==> src/rtl/nsm_pkg.sv <==
package nsm_pkg;

  typedef enum logic [2:0] {
    ST_IDLE = 3'b000,
    ST_LSB  = 3'b001,
    ST_MID  = 3'b010,
    ST_MSB  = 3'b011,
    ST_ERR  = 3'b100
  } nsm_state_e;

  // Shift code per step: step 0 -> none, steps 1 and 2 -> one nibble, step 3 -> two nibbles
  function automatic logic [1:0] shift_code_for(input logic [1:0] step);
    case (step)
      2'd0:    return 2'b00;
      2'd1:    return 2'b01;
      2'd2:    return 2'b01;
      default: return 2'b10;
    endcase
  endfunction

endpackage

==> src/rtl/nsm_nib_mul.sv <==
module nsm_nib_mul #(
  parameter int NW = 4
) (
  input  logic [NW-1:0]   a,
  input  logic [NW-1:0]   b,
  output logic [2*NW-1:0] p
);
  localparam int PW = 2 * NW;

  always_comb p = PW'(a) * PW'(b);
endmodule

==> src/rtl/nsm_pp_shift.sv <==
module nsm_pp_shift #(
  parameter int NW = 4
) (
  input  logic [2*NW-1:0] pp,
  input  logic [1:0]      code,
  output logic [4*NW-1:0] shifted
);
  localparam int RW = 4 * NW;

  logic [RW-1:0] ext;

  always_comb begin
    ext = RW'(pp);
    case (code)
      2'b00:   shifted = ext;
      2'b01:   shifted = ext << NW;
      2'b10:   shifted = ext << (2 * NW);
      default: shifted = '0;
    endcase
  end
endmodule

==> src/rtl/nsm_acc.sv <==
module nsm_acc #(
  parameter int W = 16
) (
  input  logic         clk,
  input  logic         rst,
  input  logic         clr,
  input  logic         en,
  input  logic [W-1:0] addend,
  output logic [W-1:0] acc
);
  always_ff @(posedge clk or posedge rst) begin
    if (rst)      acc <= '0;
    else if (clr) acc <= '0;
    else if (en)  acc <= acc + addend;
  end
endmodule

==> src/rtl/nsm_ctrl.sv <==
module nsm_ctrl
  import nsm_pkg::*;
(
  input  logic       clk,
  input  logic       rst,
  input  logic       start,
  output nsm_state_e state,
  output logic [1:0] sel,
  output logic [1:0] shf,
  output logic       acc_en,
  output logic       acc_clr,
  output logic       capture,
  output logic       done
);
  logic [1:0] step;
  nsm_state_e nxt;
  logic       last_step;

  always_comb begin
    nxt       = state;
    acc_en    = 1'b0;
    acc_clr   = 1'b0;
    capture   = 1'b0;
    last_step = 1'b0;
    case (state)
      ST_IDLE, ST_ERR: begin
        if (start) begin
          nxt     = ST_LSB;
          acc_clr = 1'b1;
          capture = 1'b1;
        end
      end
      ST_LSB: begin
        if (!start && step == 2'd0) begin
          acc_en = 1'b1;
          nxt    = ST_MID;
        end else begin
          nxt = ST_ERR;
        end
      end
      ST_MID: begin
        if (!start && step == 2'd1) begin
          acc_en = 1'b1;
          nxt    = ST_MID;
        end else if (!start && step == 2'd2) begin
          acc_en = 1'b1;
          nxt    = ST_MSB;
        end else begin
          nxt = ST_ERR;
        end
      end
      ST_MSB: begin
        if (!start && step == 2'd3) begin
          acc_en    = 1'b1;
          last_step = 1'b1;
          nxt       = ST_IDLE;
        end else begin
          nxt = ST_ERR;
        end
      end
      default: nxt = ST_IDLE;
    endcase
  end

  always_comb begin
    sel = step;
    shf = shift_code_for(step);
  end

  always_ff @(posedge clk or posedge rst) begin
    if (rst) begin
      state <= ST_IDLE;
      step  <= 2'd0;
      done  <= 1'b0;
    end else begin
      state <= nxt;
      step  <= acc_en ? step + 2'd1 : 2'd0;
      done  <= last_step;
    end
  end

  // an accepted start leads to the first step
  p_start_to_lsb_r3: assert property (@(posedge clk) disable iff (rst)
    ((state == ST_IDLE || state == ST_ERR) && start) |=> state == ST_LSB);
  // the first step moves on to the middle steps
  p_lsb_to_mid_r3: assert property (@(posedge clk) disable iff (rst)
    (state == ST_LSB && !start) |=> state == ST_MID);
  // done is a single-cycle pulse
  p_done_pulse_r4: assert property (@(posedge clk) disable iff (rst)
    done |=> !done);
  // done only follows the last step
  p_done_after_msb_r2: assert property (@(posedge clk) disable iff (rst)
    done |-> $past(state == ST_MSB));
  // start during a run aborts to the error state
  p_run_abort_r6: assert property (@(posedge clk) disable iff (rst)
    ((state == ST_LSB || state == ST_MID || state == ST_MSB) && start) |=> state == ST_ERR);
  // the error state is kept while start is low
  p_err_stay_r7: assert property (@(posedge clk) disable iff (rst)
    (state == ST_ERR && !start) |=> state == ST_ERR);
endmodule

==> src/rtl/nibble_serial_mult.sv <==
module nibble_serial_mult
  import nsm_pkg::*;
#(
  parameter int NIB_W = 4
) (
  input  logic                 clk,
  input  logic                 rst,
  input  logic                 start,
  input  logic [2*NIB_W-1:0]   op_a,
  input  logic [2*NIB_W-1:0]   op_b,
  output logic [4*NIB_W-1:0]   product,
  output logic                 done,
  output logic [2:0]           state_code
);
  localparam int OP_W = 2 * NIB_W;
  localparam int PP_W = 2 * NIB_W;
  localparam int PR_W = 4 * NIB_W;

  nsm_state_e       state;
  logic [1:0]       sel, shf;
  logic             acc_en, acc_clr, capture;
  logic [OP_W-1:0]  a_q, b_q;
  logic [NIB_W-1:0] a_nib, b_nib;
  logic [PP_W-1:0]  pp;
  logic [PR_W-1:0]  pp_shifted;

  nsm_ctrl u_ctrl (
    .clk     (clk),
    .rst     (rst),
    .start   (start),
    .state   (state),
    .sel     (sel),
    .shf     (shf),
    .acc_en  (acc_en),
    .acc_clr (acc_clr),
    .capture (capture),
    .done    (done)
  );

  always_ff @(posedge clk or posedge rst) begin
    if (rst) begin
      a_q <= '0;
      b_q <= '0;
    end else if (capture) begin
      a_q <= op_a;
      b_q <= op_b;
    end
  end

  // sel[1] picks the high nibble of a, sel[0] the high nibble of b
  always_comb begin
    a_nib = sel[1] ? a_q[OP_W-1:NIB_W] : a_q[NIB_W-1:0];
    b_nib = sel[0] ? b_q[OP_W-1:NIB_W] : b_q[NIB_W-1:0];
  end

  nsm_nib_mul #(.NW(NIB_W)) u_mul (
    .a (a_nib),
    .b (b_nib),
    .p (pp)
  );

  nsm_pp_shift #(.NW(NIB_W)) u_shift (
    .pp      (pp),
    .code    (shf),
    .shifted (pp_shifted)
  );

  nsm_acc #(.W(PR_W)) u_acc (
    .clk    (clk),
    .rst    (rst),
    .clr    (acc_clr),
    .en     (acc_en),
    .addend (pp_shifted),
    .acc    (product)
  );

  always_comb state_code = state;

  // the serial sum matches a direct multiply of the captured operands
  p_product_r2: assert property (@(posedge clk) disable iff (rst)
    done |-> product == PR_W'(a_q) * PR_W'(b_q));
  // nothing accumulates while in the error state
  p_err_hold_r6: assert property (@(posedge clk) disable iff (rst)
    (state == ST_ERR && !start) |=> $stable(product));
  // an idle block keeps its result
  p_idle_hold_r8: assert property (@(posedge clk) disable iff (rst)
    (state == ST_IDLE && !start) |=> $stable(product));
  // captured operands do not move during a run
  p_operands_frozen_r5: assert property (@(posedge clk) disable iff (rst)
    (state == ST_MID) |=> $stable(a_q) && $stable(b_q));
endmodule

==> config.mk <==
export PLATFORM = sky130hd
export DESIGN_NAME = nibble_serial_mult
export DESIGN_NICKNAME = d
export VERILOG_FILES = /design/src/rtl/nsm_pkg.sv /design/src/rtl/nsm_nib_mul.sv /design/src/rtl/nsm_pp_shift.sv /design/src/rtl/nsm_acc.sv /design/src/rtl/nsm_ctrl.sv /design/src/rtl/nibble_serial_mult.sv
export SDC_FILE = /design/constraint.sdc
export NUM_CORES = 1
export LEC_CHECK = 0
export BUFFER_PORTS_ARGS = -buffer_cell sky130_fd_sc_hd__buf_2
export CAP_MARGIN = 10
export CORE_AREA = 5 5 88 69
export CTS_CLUSTER_DIAMETER = 80
export CTS_CLUSTER_SIZE = 8
export DETAILED_ROUTE_END_ITERATION = 8
export DIE_AREA = 0 0 93 74
export PLACE_DENSITY = 0.8
export SLEW_MARGIN = 30
export SYNTH_ARGS = -nofsm -noshare
export SYNTH_HDL_FRONTEND = slang
export SYNTH_SLANG_ARGS = --single-unit
==> constraint.sdc <==
create_clock -name clk -period 11.2 [get_ports clk]
set_input_delay 1.68 -clock clk [delete_from_list [all_inputs] [get_ports clk]]
set_output_delay 1.68 -clock clk [all_outputs]
set_load 0.02 [all_outputs]
==> impl_metrics.yaml <==
status:
  status: "finished clean"
clocking:
  htreeDepth: 2
  cts_hold_buf: 0
  clock-root-buffer: "clkbuf_8"
  post-cts-setup-buffers: 0
  cts_tree: "built"
  cts_sinks: 38
  clk_latency_ns: 0.28
  numCtsBuffers: 5
  post_cts_resized: 0
  clockBufferDepth: 2
  clk_pin_slew_ns: 0.07
synthesis:
  synth_area_mm2: 0.00296
  synthArstFlopShare: 1.00
  yosysSeqAreaShare: 0.321
  synthesis.nets: 362
  ys_types: 55
  synth_seq_cells: 38
  syn-mean-instance-area_um2: 9.68
  syn_inst: 306
  yosysWarnings: 0
  synth_edf_count: 0
  ys.flop_type: "dfrtp_1"
grt:
  grt_pass1_wl_um: 10800
  grt_usage: 0.196
  grt_start_max_net_pins: 39
  grt.overflow.total: 0
  antenna_found_initial: 0
  grt_pass1_vias: 2331
critical_path:
  cp-end-kind: "flop"
  crit_arrival_ns: 5.29
  crit_type: "reg -> reg"
  startpoint_type: "flop"
  crit_required_ns: 11.35
  critPathMaxFanout: 8
drt:
  dr.pass1.iters: 5
  drt_iter0_markers: 164
  ant_nets: 0
  drc: 0
  via_per_inst: 5.93
  routed_wl_um: 6290
  wl_per_cell_um: 15.5
  vias: 2400
layout:
  fin_nets: 399
  drive_above_1_share: 0.224
  num_antenna_cells: 0
  final_cell_mix: "dfrtp_1 (38), buf_2 (38), ha_1 (32), nor2_1 (26), a21oi_1 (17)"
  fin_cells: 405
  area_delta_synth_final_pct: 10.9
place:
  placed_cells: 398
  port_buffers: 38
  hpwl_um: 4840
  gp_congestion: 0.940
sta:
  hold_viol: 0
  clock.fmax_ghz: 0.195
  slew_headroom: 0.672
  worstMarginPinSlew_ns: 0.492
  grt_setup_unrepaired: "no"
  skew_ns: 0.00568
  finalSetupViolations: 0
  tns_ns: 0
  period_needed_ns: 5.14
  finalCritPeriodShare: 0.459
  drv_slew: 0
floorplan:
  dieArea_mm2: 0.00688
  rows: 23
  start_util: 0.572
  fp.dieW_um: 93
  core_mm2: 0.00518
  die_h_um: 74
  ios: 39
job:
  max_cap_viol_count: 0
power_and_ir_drop:
  leakagePower_nw: 1.64
  max-vdd-ir-drop_mv: 0.102
  power-per-cell-area_mw_per_mm2: 236
  finalPower_uw: 774
min_path:
  hp-class: "reg -> reg"
[worst max-delay path, cell delays in order (launching register included)]
cell and delay [ns]:
dfrtp_1 0.55, mux2i_1 0.19, or2_2 0.34, fa_1 0.53
inv_1 0.05, fa_1 0.49, ha_1 0.33, a211oi_1 0.32
or2_1 0.18, nand2b_1 0.06, a21oi_1 0.17, xor2_1 0.22
o22ai_1 0.11, ha_1 0.33, a2111oi_2 0.45, a211oi_2 0.16
o21bai_1 0.20, mux2i_1 0.19, o311ai_1 0.11
[metrics by stage]
step	utilization	hold WS (ns)	area (um^2)	setup WS, ns
2_1_floorplan	-	0.479	2960	6.37
3_3_place_gp	0.619	0.473	3200	6.31
3_5_place_dp	0.619	0.492	3200	6.10
4_1_cts	0.634	0.506	3280	6.10
5_1_grt	0.634	0.520	3280	5.72
6_report	0.634	0.506	3280	6.06
[Yosys cell counts, drive strengths merged (6+ instances only)]
| cell type | number | area (um^2) |
|---|---|---|
| dfrtp | 38 | 951 |
| ha | 32 | 400 |
| nor2 | 26 | 97.6 |
| o21ai | 19 | 98.8 |
| a21oi | 17 | 85.1 |
| mux2 | 16 | 180 |
| inv | 15 | 56.3 |
| nand3 | 15 | 75.1 |
| mux2i | 13 | 130 |
| nand2 | 12 | 45.0 |
| buf | 8 | 40.0 |
| a21o | 7 | 52.6 |
| xnor2 | 6 | 52.6 |
| xor2 | 6 | 52.6 |
[report_power, final]
group	internal [mW]	switching [mW]	leakage (nW)
combinational	0.210	0.284	1.11
sequential	0.168	0.0243	0.488
clock	0.0418	0.0466	0.0438
total	0.419	0.355	1.64
[routing by layer]
layer,vias up,global-route usage,routed length (um)
met5,-,0,0
met4,0,0.0602,61
met3,6,0.0485,329
met2,60,0.298,2910
met1,1131,0.279,2990
li1,1203,-,-
[cells by family after synthesis]
group,count (synthesis),share of synthesized area
buffers and inverters,26,0.0363
XOR/XNOR,12,0.0355
AND/OR/NAND/NOR,80,0.134
multiplexers,29,0.105
flip-flops,38,0.321
AO/OA/AOI/OAI,84,0.199
adder cells (fa/ha/maj),37,0.169
[sequential cells by signal, summed over array words and instances, names as in the netlist]
name          cells
a_q               8
b_q               8
u_acc.acc        16
u_ctrl.done       1
u_ctrl.sel        2
u_ctrl.state      3
[final cells by class]
type | count | area (um^2)
Clock buffer | 5 | 68.8
Clock inverter | 2 | 10.0
Fill cell | 424 | 1900
Inverter | 15 | 56.3
Multi-Input combinational cell | 242 | 1910
Sequential cell | 38 | 951
Tap cell | 62 | 77.6
Timing Repair Buffer | 41 | 213
[final timing paths]
check	from	to	slack (ns)	cells past startpoint
setup / recovery	u_ctrl.sel[0]	u_acc.acc[12]	6.06	18
hold / removal	a_q[1]	a_q[1]	0.51	1
setup reg to reg	u_ctrl.sel[0]	u_acc.acc[12]	6.06	18
hold reg to reg	a_q[1]	a_q[1]	0.51	1
max in group asynchronous	rst	u_acc.acc[0]	9.36	3
min in group asynchronous	rst	b_q[0]	1.50	3
Power figures use the tool's default switching activity.
